### config.mk
export PLATFORM = sky130hd
export DESIGN_NAME = route_irq_ctrl
export DESIGN_NICKNAME = d
export VERILOG_FILES = /design/src/rtl/ric_pkg.sv /design/src/rtl/ric_regs.sv /design/src/rtl/ric_status.sv /design/src/rtl/ric_router.sv /design/src/rtl/route_irq_ctrl.sv
export SDC_FILE = /design/constraint.sdc
export NUM_CORES = 1
export LEC_CHECK = 0
export BUFFER_PORTS_ARGS = -buffer_cell sky130_fd_sc_hd__buf_2
export CAP_MARGIN = 15
export CORE_AREA = 2 2 168 170
export CTS_BUF_LIST = sky130_fd_sc_hd__clkbuf_4 sky130_fd_sc_hd__clkbuf_8
export DETAILED_ROUTE_END_ITERATION = 7
export DIE_AREA = 0 0 170 172
export HOLD_SLACK_MARGIN = 0.05
export PLACE_DENSITY = 0.65
export SLEW_MARGIN = 20
export SYNTH_ARGS = -nofsm -noshare
export SYNTH_HDL_FRONTEND = slang
export SYNTH_SLANG_ARGS = --single-unit
### constraint.sdc
create_clock -name clk -period 4.75 [get_ports clk]
set_input_delay 0.475 -clock clk [delete_from_list [all_inputs] [get_ports clk]]
set_output_delay 0.475 -clock clk [all_outputs]
set_load 0.05 [all_outputs]
### src/rtl/ric_pkg.sv
package ric_pkg;
  localparam int NSRC      = 32;
  localparam int NLINE     = 6;
  localparam int LINE_BASE = 2;
  localparam int RW        = 4;
  localparam int DW        = 32;
  localparam int AW        = 3;
  localparam int PER_WORD  = DW / RW;
  localparam int NROUTE    = NSRC / PER_WORD;
  localparam logic [DW-1:0] RESET_MASK = 32'h0000_1100;

  localparam logic [AW-1:0] ADDR_MASK  = 3'd0;
  localparam logic [AW-1:0] ADDR_STAT  = 3'd1;
  localparam int            ADDR_ROUTE = 2;

  function automatic logic [RW-1:0] dflt_line(int n);
    case (n)
      8:  dflt_line = RW'(7);
      15: dflt_line = RW'(6);
      14: dflt_line = RW'(5);
      10: dflt_line = RW'(4);
      12: dflt_line = RW'(3);
      0, 1, 2, 3, 4, 9, 13, 16, 17, 18, 19, 20, 21: dflt_line = RW'(2);
      default: dflt_line = '0;
    endcase
  endfunction

  function automatic logic [DW-1:0] dflt_word(int r);
    logic [DW-1:0] w;
    w = '0;
    for (int f = 0; f < PER_WORD; f++) begin
      w[f*RW +: RW] = dflt_line(r * PER_WORD + f);
    end
    return w;
  endfunction
endpackage

### src/rtl/ric_regs.sv
module ric_regs
  import ric_pkg::*;
#(
  parameter int NS   = NSRC,
  parameter int W    = DW,
  parameter int A    = AW,
  parameter int NR   = NROUTE,
  parameter logic [W-1:0] MASK_INIT = RESET_MASK
) (
  input  logic            clk,
  input  logic            rst_n,
  input  logic            bus_en,
  input  logic            bus_we,
  input  logic [A-1:0]    bus_addr,
  input  logic [W-1:0]    bus_wdata,
  input  logic [NS-1:0]   pend_q,
  output logic [W-1:0]    bus_rdata,
  output logic [NS-1:0]   mask_q,
  output logic [NS-1:0]   stat_clr,
  output logic [NR*W-1:0] route_flat
);
  logic [NR-1:0][W-1:0] route_q;
  logic                 wr;

  assign wr = bus_en && bus_we;

  always_ff @(posedge clk or negedge rst_n) begin
    if (!rst_n) begin
      mask_q <= MASK_INIT[NS-1:0];
    end else if (wr && bus_addr == ADDR_MASK) begin
      mask_q <= bus_wdata[NS-1:0];
    end
  end

  for (genvar r = 0; r < NR; r++) begin : g_route
    always_ff @(posedge clk or negedge rst_n) begin
      if (!rst_n) begin
        route_q[r] <= dflt_word(r);
      end else if (wr && bus_addr == A'(ADDR_ROUTE + r)) begin
        route_q[r] <= bus_wdata;
      end
    end
    assign route_flat[r*W +: W] = route_q[r];
  end

  assign stat_clr = (wr && bus_addr == ADDR_STAT) ? bus_wdata[NS-1:0] : '0;

  always_comb begin
    bus_rdata = '0;
    if (bus_addr == ADDR_MASK) bus_rdata = W'(mask_q);
    if (bus_addr == ADDR_STAT) bus_rdata = W'(pend_q);
    for (int r = 0; r < NR; r++) begin
      if (bus_addr == A'(ADDR_ROUTE + r)) bus_rdata = route_q[r];
    end
  end
endmodule

### src/rtl/ric_status.sv
module ric_status #(
  parameter int NS = 32
) (
  input  logic          clk,
  input  logic          rst_n,
  input  logic [NS-1:0] src_i,
  input  logic [NS-1:0] stat_clr,
  output logic [NS-1:0] pend_q
);
  always_ff @(posedge clk or negedge rst_n) begin
    if (!rst_n) pend_q <= '0;
    else        pend_q <= src_i | (pend_q & ~stat_clr);
  end
endmodule

### src/rtl/ric_router.sv
module ric_router #(
  parameter int NS    = 32,
  parameter int NL    = 6,
  parameter int BASE  = 2,
  parameter int FW    = 4
) (
  input  logic [NS-1:0]    active,
  input  logic [NS*FW-1:0] route_flat,
  output logic [NL-1:0]    irq
);
  for (genvar j = 0; j < NL; j++) begin : g_line
    logic [NS-1:0] hit;
    for (genvar i = 0; i < NS; i++) begin : g_src
      assign hit[i] = active[i] && (route_flat[i*FW +: FW] == FW'(j + BASE));
    end
    assign irq[j] = |hit;
  end
endmodule

### src/rtl/route_irq_ctrl.sv
module route_irq_ctrl
  import ric_pkg::*;
#(
  parameter int NS = NSRC,
  parameter int NL = NLINE,
  parameter int W  = DW,
  parameter int A  = AW
) (
  input  logic          clk,
  input  logic          rst_n,
  input  logic          bus_en,
  input  logic          bus_we,
  input  logic [A-1:0]  bus_addr,
  input  logic [W-1:0]  bus_wdata,
  output logic [W-1:0]  bus_rdata,
  input  logic [NS-1:0] src_i,
  output logic [NL-1:0] cpu_irq_o
);
  localparam int PW = W / RW;
  localparam int NR = NS / PW;

  logic [NS-1:0]   mask_q;
  logic [NS-1:0]   pend_q;
  logic [NS-1:0]   stat_clr;
  logic [NR*W-1:0] route_flat;
  logic [NS-1:0]   active;

  ric_regs #(.NS(NS), .W(W), .A(A), .NR(NR)) u_regs (
    .clk(clk), .rst_n(rst_n), .bus_en(bus_en), .bus_we(bus_we),
    .bus_addr(bus_addr), .bus_wdata(bus_wdata), .pend_q(pend_q),
    .bus_rdata(bus_rdata), .mask_q(mask_q), .stat_clr(stat_clr),
    .route_flat(route_flat)
  );

  ric_status #(.NS(NS)) u_status (
    .clk(clk), .rst_n(rst_n), .src_i(src_i), .stat_clr(stat_clr),
    .pend_q(pend_q)
  );

  assign active = mask_q & pend_q;

  ric_router #(.NS(NS), .NL(NL), .BASE(LINE_BASE), .FW(RW)) u_router (
    .active(active), .route_flat(route_flat[NS*RW-1:0]), .irq(cpu_irq_o)
  );
endmodule

Yosys cells after proc, flatten, opt, wreduce, memory -nomap -nowiden

Cells that the tools add are included.

Muxes and demuxes: 7
Eq/ne operators: 197
Reduce and logical (&&, ||, !) cells: 206
Bitwise operators: 4

Operator list:

| kind                                                            | count |
|---|---|
| 4-bit by 3-bit == test with 1-bit output, second input constant | 128 |
| 4-bit by 2-bit == test with 1-bit output, second input constant | 64 |
| 32-bit 2-to-1 mux                                               | 7 |
| 1-bit logical AND                                               | 199 |
| 32-bit OR reduction                                             | 6 |
| 32-bit bitwise AND                                              | 2 |
| 32-bit NOT                                                      | 1 |
| 32-bit bitwise OR                                               | 1 |
| 3-bit by 2-bit == test with 1-bit output, second input constant | 2 |
| 3-bit == test, second input constant                            | 2 |
| 3-bit by 1-bit == test with 1-bit output, second input constant | 1 |
| 3-bit logical NOT                                               | 1 |

Flip-flop bits (word level): 192
Bits of input ports: 71
Word-level logic and storage cells: 420

Depth between registers and ports, before layout

Gate-level depths: netlist of the first run.

Depth after elaboration: 7
Mapped depth: 7
Mapped depth without buffers: 5

Modules after synthesis

A second synthesis of the first run with hierarchy kept.

Cells, all modules: 1,022
Area, all modules: 11,561.1 µm²

By module, submodules not included:

| module         | cells an instance | area an instance (µm²) | instances | seq. area each (µm²) |
|---|---|---|---|---|
| ric_regs       | 569               | 7,962.6                | 1         | 4,035.1 |
| ric_router     | 325               | 2,237.1                | 1         | 0.0 |
| ric_status     | 96                | 1,161.1                | 1         | 800.8 |
| route_irq_ctrl | 32                | 200.2                  | 1         | 0.0 |

Worst setup path before layout of the first run

Ideal clock, no wire load.

Path type: input -> output
From: input port bus_addr[1]
To: output port bus_rdata[24]
Arrival time: 2,154 ps
Stages on the path: 6
Setup slack: 2,121 ps
Buffers on the path: 3
Data required time: 4,275 ps
Path through: buf_2 nor2b_1 clkbuf_1 clkbuf_1 a21oi_1 o221ai_1

Word-level cells in the longest chain between the ends: 7

RTL lines:

| item                           | RTL line             | source |
|---|---|---|
| start: declaration             | route_irq_ctrl.sv:13 | `input logic [A-1:0] bus_addr,` |
| 3-bit logical NOT              | ric_regs.sv:50       | `if (bus_addr == ADDR_MASK) bus_rdata = W'(mask_q);` |
| 32-bit 2-to-1 mux              | ric_regs.sv:50       |  |
| 32-bit 2-to-1 mux              | ric_regs.sv:51       | `if (bus_addr == ADDR_STAT) bus_rdata = W'(pend_q);` |
| 32-bit 2-to-1 mux (3 in a row) | ric_regs.sv:53       | `if (bus_addr == A'(ADDR_ROUTE + r)) bus_rdata = route_q[r];` |
| 32-bit 2-to-1 mux *            | ric_regs.sv:53       |  |
| end: declaration               | route_irq_ctrl.sv:15 | `output logic [W-1:0] bus_rdata,` |

Every way passes the cells marked *; elsewhere a longest branch is shown, timed or not.

Worst setup path in the final report of the first run

From: register u_regs.route_q, in the netlist u_regs.route_flat[95]
To: output port cpu_irq_o[0]

Word-level cells in the longest chain between the ends: 3

RTL lines:

| item                                     | RTL line             | source |
|---|---|---|
| start: declaration                       | ric_regs.sv:22       | `logic [NR-1:0][W-1:0] route_q;` |
| start signal: indexed assignment         | ric_regs.sv:38       | `route_q[r] <= dflt_word(r);` |
| start signal: indexed assignment         | ric_regs.sv:40       | `route_q[r] <= bus_wdata;` |
| 4-bit by 2-bit == test with 1-bit output | ric_router.sv:14     | `assign hit[i] = active[i] && (route_flat[i*FW +: FW] == FW'(j + BASE));` |
| 1-bit logical AND                        | ric_router.sv:14     |  |
| 32-bit OR reduction                      | ric_router.sv:16     | `assign irq[j] = \|hit;` |
| end: declaration                         | route_irq_ctrl.sv:17 | `output logic [NL-1:0] cpu_irq_o` |

Every way passes these cells.

==> results of run 1 <==
final cells by class:
cell class              count  area [um2]
clock inverters            12         126
flip-flops and latches    192        4840
multi-input cells         783        5680
well taps                 346         433
repair buffers            126         727
clock buffers              20         269
inverters                  19        71.3
fillers                  2700       15300
worst register-to-register path: stages, from the launching register on:
cell and delay (ns):
dfstp_2 0.64, inv_1 0.15, o21ai_0 0.20
cell usage after synthesis (all sizes together) (2+ instances only):
master     n  area (um2)
mux2i     64         641
nor4b      6        52.6
a2111oi    6        58.8
or2        2        12.5
a22oi      8        60.1
nand3     10        55.1
nor2      77         309
o21ai     16        80.1
nor4bb     3        30.0
buf       28         156
a32oi      3        26.3
a21o      32         240
or3        3        18.8
mux2     144        1620
dfrtp    167        4180
nand3b     7        52.6
or4        6        45.0
o311ai     2        17.5
nand4     11        68.8
nand2b    19         119
nand4bb    4        45.0
dfstp     25         657
inv       19        71.3
a211oi     4        30.0
nand2    115         432
clkbuf    21        78.8
nor4      28         175
o22ai     12        75.1
nand4b    35         307
nor3b     23         173
nor3      47         240
o221ai    32         280
a21oi     42         210
o32ai      8        70.1
power breakdown:
part / switching [mW] / leakage, nW / internal [mW] / total, mW
Clock: 0.658 / 0.196 / 0.462 / 1.12
Combinational: 1.00 / 2.48 / 0.614 / 1.62
Sequential: 0.603 / 2.20 / 1.99 / 2.60
metrics by stage:
step | setup slack [ns] | hold WS [ns] | utilization (%)
3_3_place_gp | 1.64 | 0.498 | 42.7
4_1_cts | 1.31 | 0.110 | 44.2
5_1_grt | 1.28 | 0.111 | 44.2
3_5_place_dp | 1.63 | 0.516 | 42.7
6_report | 1.26 | 0.136 | 44.2
2_1_floorplan | 2.12 | 0.179 | -
logic make-up after synthesis:
family / after synthesis
AO/OA/AOI/OAI: 174
buffers and inverters: 68
flip-flops: 192
multiplexers: 208
AND/OR/NAND/NOR: 401
per-layer routing:
| metal | wire length (um) | up-vias | share of wire, % |
|---|---|---|---|
| met3 | 2560 | 75 | 5.9 |
| met2 | 20700 | 438 | 47 |
| li1 | - | 4130 | - |
| met4 | 1290 | 0 | 3.0 |
| met1 | 19100 | 4858 | 44 |
| met5 | 0 | - | 0 |
worst paths after layout:
path | from | endpoint | slack [ns]
setup / recovery | u_regs.route_flat[95] | cpu_irq_o[0] | 1.26
hold / removal | src_i[31] | u_status.pend_q[31] | 0.14
setup reg to reg | u_regs.route_flat[56] | u_regs.route_flat[56] | 3.69
hold reg to reg | u_status.pend_q[1] | u_status.pend_q[1] | 0.55
max in group asynchronous | rst_n | u_regs.route_flat[77] | 3.14
min in group asynchronous | rst_n | u_status.pend_q[6] | 0.57
flip-flops by register name, indices dropped and copies added (netlist names):
signal,cells
u_regs.route_flat,128
u_status.pend_q,32
u_regs.mask_q,32
==> results.cfg, run 1 <==
[drt]
drt_iter0_markers = 1134
ant_nets = 0
drc_errors = 0
vias_per_cell = 6.34
finalWirelength_mm = 43.6
routedWlPerCell_um = 29.1
num_vias = 9501
firstDrtPassIters = 5

[grt]
gr-usage-met1_pct = 41.3
grt-ovfl-total = 0
grt_antenna_before_repair = 0
grt_max_degree = 101
grt_pass1_wl_mm = 63.7
grt_pass1_vias = 9188
use_met2_pct = 50.3
top_usage_layer = met2
grt_use_total_pct = 30.4
use_met3_pct = 4.33

[synthesis]
synth_top_family_by_area = multiplexers
seq_area_frac_synth_pct = 44.8
synth_fp_nets = 1114
synth_ff_type = dfrtp_1
syn_inst = 1043
synth_xor_area_share_pct = 0
yosys_warnings = 0
avgSynthCellArea_um2 = 10.4
ys_ff_latch = 192
synth_compound_area_share_pct = 11.3
synthMuxAreaShare_pct = 20.9
syn_area_um2 = 10800
synth-async-reset-ratio_pct = 100
synthAdderAreaFrac_pct = 0
ys_types = 57
synthSimpleGateAreaFrac_pct = 20.1
synth_edf_count = 0

[hold_path]
whs_path_depth = 2
hp-class = input pin to flop

[die]
die_area_um2 = 29200
initial_core_util_pct = 39.3
ios = 109
die_w_um = 170
coreArea_um2 = 27500
num_rows = 61
die_h_um = 172

[finish]
fin_cells = 1498
final_common_cell = dfrtp_1
final_area_um2 = 12100
layout_common_cells = dfrtp_1, nand2_1, mux2_2
area.growth.synth_to_final_pct = 12.4
final_layout_size_suffix_gt1_share_pct = 26.8
n_antenna_cell = 0
fin_nets = 1210

[timing]
finalClockSkew_ns = 0
maxSlewHeadroom_pct = 35.1
fmax_mhz = 286
finalSetupTns_ns = 0
fin_crit_sh_pct = 73.6
min_period_ns = 3.49
rsz0062_at_grt = false
hold_viol_final = 0
setup_viol = 0
worstMarginPinSlew_ns = 0.949
drv_slew = 0

[clock_network]
clock_sinks = 192
cts.repair.resized = 0
clockBufferDepth = 2
root_buffer = clkbuf_8
htree_num_levels = 4
post_cts_buffers = 0
cts_tree = built
cts-hold-fix-buffers = 1
path_clk_slew_ns = 0.12
clk_latency_ns = 0.49
cts_buffers = 17

[run_status]
status = finished clean

[critical_path]
path_cells = nand4bb_1 > nor2_1 > a2111oi_0 > nand4_1 > or2_2 > buf_2
worst-path-buf-inv = 1
cp.arrival_ns = 3.02
crit_path_top_delay_cell = a2111oi_0
start_kind = flop
cp_max_fo = 4
reg2reg_depth = 2
crit_type = flop to primary output
critPathCaptureType = primary output
cpPeakStageDelay_ns = 0.82
worst-path-stages = 6
required_ns = 4.28
path_delay_family = simple AND/OR/NAND/NOR gates

[job]
cap_violations = 0

[place]
place.gp.congestion = 1.05
placed_cell_area_um2 = 11700
io_buffers = 108
placed_cells = 1465
hpwl_mm = 32.8

[power_and_ir_drop]
ir_worst_vdd_v = 0.000307
leakagePower_nw = 4.87
total_power_mw = 5.33
p_per_area_nw_per_um2 = 439
No activity file was read; power rests on OpenSTA's default activity.
==> inputs of run 2 (changes only) <==
- ABC_AREA: not set -> 1
- CORE_AREA: 2 2 168 170 -> 2 2 172 174
- DIE_AREA: 0 0 170 172 -> 0 0 174 176
- PLACE_DENSITY: 0.65 -> 0.67
- clock period: 4.75 -> 2.9 ns (I/O delays scaled with it)
==> results.cfg, run 2 <==
[drt]
drt_iter0_markers = 1112
routedWlPerCell_um = 17.3
vias_per_cell = 4.97
finalWirelength_mm = 40.0
firstDrtPassIters = 5
drc_errors = 0
ant_nets = 0
num_vias = 11500

[synthesis]
yosysTopAreaCellShare_pct = 36.6
yosysTopAreaCell = dfrtp_1
netlist_top_cells_area = dfrtp_1, nand2_1, nor2_1, inv_1, o21ai_0
ys_ff_latch = 192
syn_inst = 1765
yosys_warnings = 0
ys_top_cells_by_count = nand2_1, nor2_1, inv_1
syn_area_um2 = 11400
synth_ff_type = dfrtp_1
synth_most_common_cell = nand2_1
synth-async-reset-ratio_pct = 100
ys_types = 23
synth_fp_nets = 1836
seq_area_frac_synth_pct = 42.3
avgSynthCellArea_um2 = 6.47
synth_edf_count = 0

[finish]
area.growth.synth_to_final_pct = 17.2
final_layout_size_suffix_gt1_share_pct = 10.2
largest_register_ffs = 128
fin_nets = 1988
final_common_cell = nand2_1
n_antenna_cell = 0
layout_common_cells = nand2_1, nor2_1, inv_1
final_area_um2 = 13400

[critical_path]
cp.arrival_ns = 2.20
reg2reg_depth = 2
cpPeakStageDelay_ns = 0.59
cp_max_fo = 4
start_kind = flop
required_ns = 2.61
crit_type = flop to primary output
crit_path_top_delay_cell = dfstp_2
path_cells = inv_1 > nor2_1 > nand3_1 > nand2_1 > nor2_1 > nand2_1 > nor2_1 > nand2_1 > buf_2
critPathCaptureType = primary output

[grt]
grt_max_degree = 82
grt-ovfl-total = 0
grt_use_total_pct = 27.1
grt_pass1_wl_mm = 63.1
grt_pass1_vias = 11300
grt_antenna_before_repair = 0

[die]
die_w_um = 174
die_h_um = 176
ios = 109
num_rows = 62
initial_core_util_pct = 40.0
die_area_um2 = 30600
coreArea_um2 = 28500

[clock_network]
post_cts_buffers = 0
cts-hold-fix-buffers = 57
clockBufferDepth = 2
cts.repair.resized = 0
cts_buffers = 17
clk_latency_ns = 0.51
clock_sinks = 192
path_clk_slew_ns = 0.12
root_buffer = clkbuf_8
cts_tree = built
htree_num_levels = 4

[run_status]
status = finished clean

[place]
hpwl_mm = 30.7
io_buffers = 108
placed_cell_area_um2 = 12400
place.gp.congestion = 0.978

[timing]
finalClockSkew_ns = 0
maxSlewHeadroom_pct = 44.4
rsz0062_at_grt = false
setup_viol = 0
worstMarginPinSlew_ns = 0.831
timing.hold.ws_ns = 0.102
finalSetupTns_ns = 0
min_period_ns = 2.49
fin_crit_sh_pct = 85.8
drv_slew = 0
hold_viol_final = 0
fmax_mhz = 402

[power_and_ir_drop]
ir_worst_vdd_v = 0.000359
leakagePower_nw = 7.42
total_power_mw = 8.22
p_per_area_nw_per_um2 = 615

[hold_path]
whs_path_depth = 3
hp-class = input pin to flop

[job]
cap_violations = 0
## run 2: final cells by class
type,count,area [um2]
sequential,192,4840
clock inverter,13,105
tap,384,480
multi-input combinational,1281,5490
timing repair buffer,184,1310
clock buffer,19,255
fill,3090,15200
inverter,241,905
## run 2: stage by stage
step           setup slack [ns]  std cells  utilization [%]
3_5_place_dp              0.707       2225             43.6
4_1_cts                   0.394       2314             46.9
2_1_floorplan              1.02       1765                -
5_1_grt                   0.251       2314             46.9
3_3_place_gp              0.749       2225             43.6
6_report                  0.411       2314             46.9
## run 2: cell families (layout without fill, tap and decap cells)
group	Yosys count	in the layout	synth area share, %
AO/OA/AOI/OAI	224	224	10.8
buffers and inverters	292	457	9.76
flip-flops	192	192	42.3
AND/OR/NAND/NOR	1057	1057	37.1
## run 2: metal layers
metal	GRT usage, %	part of all wire (%)	up-vias
li1	-	-	5756
met1	35.0	44	5324
met2	45.2	47	369
met3	5.43	6.0	63
met4	9.98	3.1	0
met5	0	0	-
## run 2: worst max-delay path: cells and delay by family (launching register included)
kind / cells / cell delay (ns)
buf+inv: 2 / 0.39
flops: 1 / 0.59
simple gates: 7 / 0.70
## run 2: final timing paths
| check | from | end | slack [ns] |
|---|---|---|---|
| hold / removal | bus_wdata[31] | u_regs.route_flat[127] | 0.10 |
| max in group asynchronous | rst_n | u_regs.route_flat[58] | 1.68 |
| hold reg to reg | u_regs.mask_q[8] | u_regs.mask_q[8] | 0.51 |
| setup / recovery | u_regs.route_flat[62] | cpu_irq_o[5] | 0.41 |
| setup reg to reg | u_regs.route_flat[32] | u_regs.route_flat[32] | 2.03 |
| min in group asynchronous | rst_n | u_regs.route_flat[98] | 0.42 |
## run 2: power by group
| part | internal, mW | switching, mW | total, mW |
|---|---|---|---|
| Combinational | 0.786 | 1.91 | 2.69 |
| Clock | 0.642 | 1.07 | 1.72 |
| Sequential | 3.21 | 0.606 | 3.81 |
| Total | 4.64 | 3.59 | 8.22 |
==> inputs of run 3 (changes only) <==
- CTS_BUF_LIST: sky130_fd_sc_hd__clkbuf_4 sky130_fd_sc_hd__clkbuf_8 -> sky130_fd_sc_hd__clkbuf_8
==> results.cfg, run 3 (synthesized netlist as in run 2, its figures left out) <==
[run_status]
status = finished clean

[drt]
drt_iter0_markers = 1150
firstDrtPassIters = 6
drc_errors = 0
routedWlPerCell_um = 17.3
ant_nets = 0
finalWirelength_mm = 40.1
vias_per_cell = 4.99
num_vias = 11500

[die]
initial_core_util_pct = 40.0
die_area_um2 = 30600
die_w_um = 174
num_rows = 62
ios = 109
coreArea_um2 = 28500
die_h_um = 176

[timing]
fmax_mhz = 401
drv_slew = 0
finalSetupTns_ns = 0
fin_crit_sh_pct = 86.0
worst_slack_ns = 0.407
finalClockSkew_ns = 0
worstMarginPinSlew_ns = 0.834
min_period_ns = 2.49
maxSlewHeadroom_pct = 44.2
hold_viol_final = 0
setup_viol = 0
rsz0062_at_grt = false

[job]
cap_violations = 0

[critical_path]
critPathCaptureType = primary output
required_ns = 2.61
start_kind = flop
cp_max_fo = 4
cp.arrival_ns = 2.20
crit_type = flop to primary output

[finish]
layout_common_cells = nand2_1, nor2_1, inv_1
fin_nets = 1988
final_layout_size_suffix_gt1_share_pct = 10.1
largest_register_ffs = 128
final_common_cell = nand2_1
n_antenna_cell = 0
final_core_util_pct = 46.9
area.growth.synth_to_final_pct = 17.1

[power_and_ir_drop]
ir_worst_vdd_v = 0.000358
total_power_mw = 8.21
p_per_area_nw_per_um2 = 614
leakagePower_nw = 7.43

[place]
hpwl_mm = 30.7
place.gp.congestion = 0.978
place_ws_ns = 0.707
io_buffers = 108

[grt]
grt_antenna_before_repair = 0
grt_pass1_wl_mm = 63.1
grt_pass1_vias = 11300
grt_max_degree = 82
grt-ovfl-total = 0
grt_use_total_pct = 27.1

[clock_network]
post_cts_buffers = 0
cts_buffers = 17
cts_tree = built
clock_sinks = 192
clockBufferDepth = 2
clk_latency_ns = 0.52
htree_num_levels = 4
path_clk_slew_ns = 0.12
root_buffer = clkbuf_8

[hold_path]
hp-class = input pin to flop
run 3: cell types whose count changed in the layout (fill, tap and decap cells not counted):
cell      previous run  this run
clkbuf_4             1         0
inv_1              237       238
run 3: what timing repair did:
| action | in CTS | in global routing |
|---|---|---|
| hold buffers | 57 | 0 |
| endpoints found under the hold margin | 122 | 0 |
| resized for setup | 0 | 0 |
run 3: final timing paths:
| path | from | cells after the start | endpoint | slack [ns] |
|---|---|---|---|---|
| min reg2reg | u_regs.mask_q[8] | 2 | u_regs.mask_q[8] | 0.51 |
| max | u_regs.route_flat[62] | 9 | cpu_irq_o[5] | 0.41 |
| min | bus_wdata[31] | 3 | u_regs.route_flat[127] | 0.1 |
| min in group asynchronous | rst_n | 2 | u_regs.route_flat[98] | 0.41 |
| max in group asynchronous | rst_n | 3 | u_regs.route_flat[58] | 1.69 |
| max reg2reg | u_regs.route_flat[32] | 2 | u_regs.route_flat[32] | 2.03 |
run 3: worst max-delay path, cell delays in order (launching register included):
cell,delay (ns)
dfstp_2,0.59
inv_1,0.10
nor2_1,0.21
nand3_1,0.10
nand2_1,0.11
nor2_1,0.06
nand2_1,0.05
nor2_1,0.04
nand2_1,0.13
buf_2,0.29
run 3: power breakdown:
group	leakage, nW	switching [mW]	internal [mW]
combinational	5.02	1.91	0.786
clock	0.175	1.08	0.629
sequential	2.23	0.608	3.21
run 3: final cells by class:
type,instances,area [um2]
fill,3091,15200
multi-input combinational,1281,5490
sequential,192,4840
timing repair buffer,184,1310
inverter,241,905
tap,384,480
clock buffer,18,248
clock inverter,14,109
run 3: layer usage:
metal  share of wire [%]  global-route usage, %
met2                  47                   45.2
met3                 6.1                   5.43
met4                 3.1                   9.98
met5                   0                      0
met1                  44                   35.0
run 3: metrics by stage:
step                std cells  area (um2)  hold slack [ns]
floorplan                1765       11400         -0.00559
finish                   2314       13400           0.0996
global placement         2225       12400            0.390
detailed placement       2225       12400            0.387
global route             2314       13400           0.0880
CTS                      2314       13400           0.0858
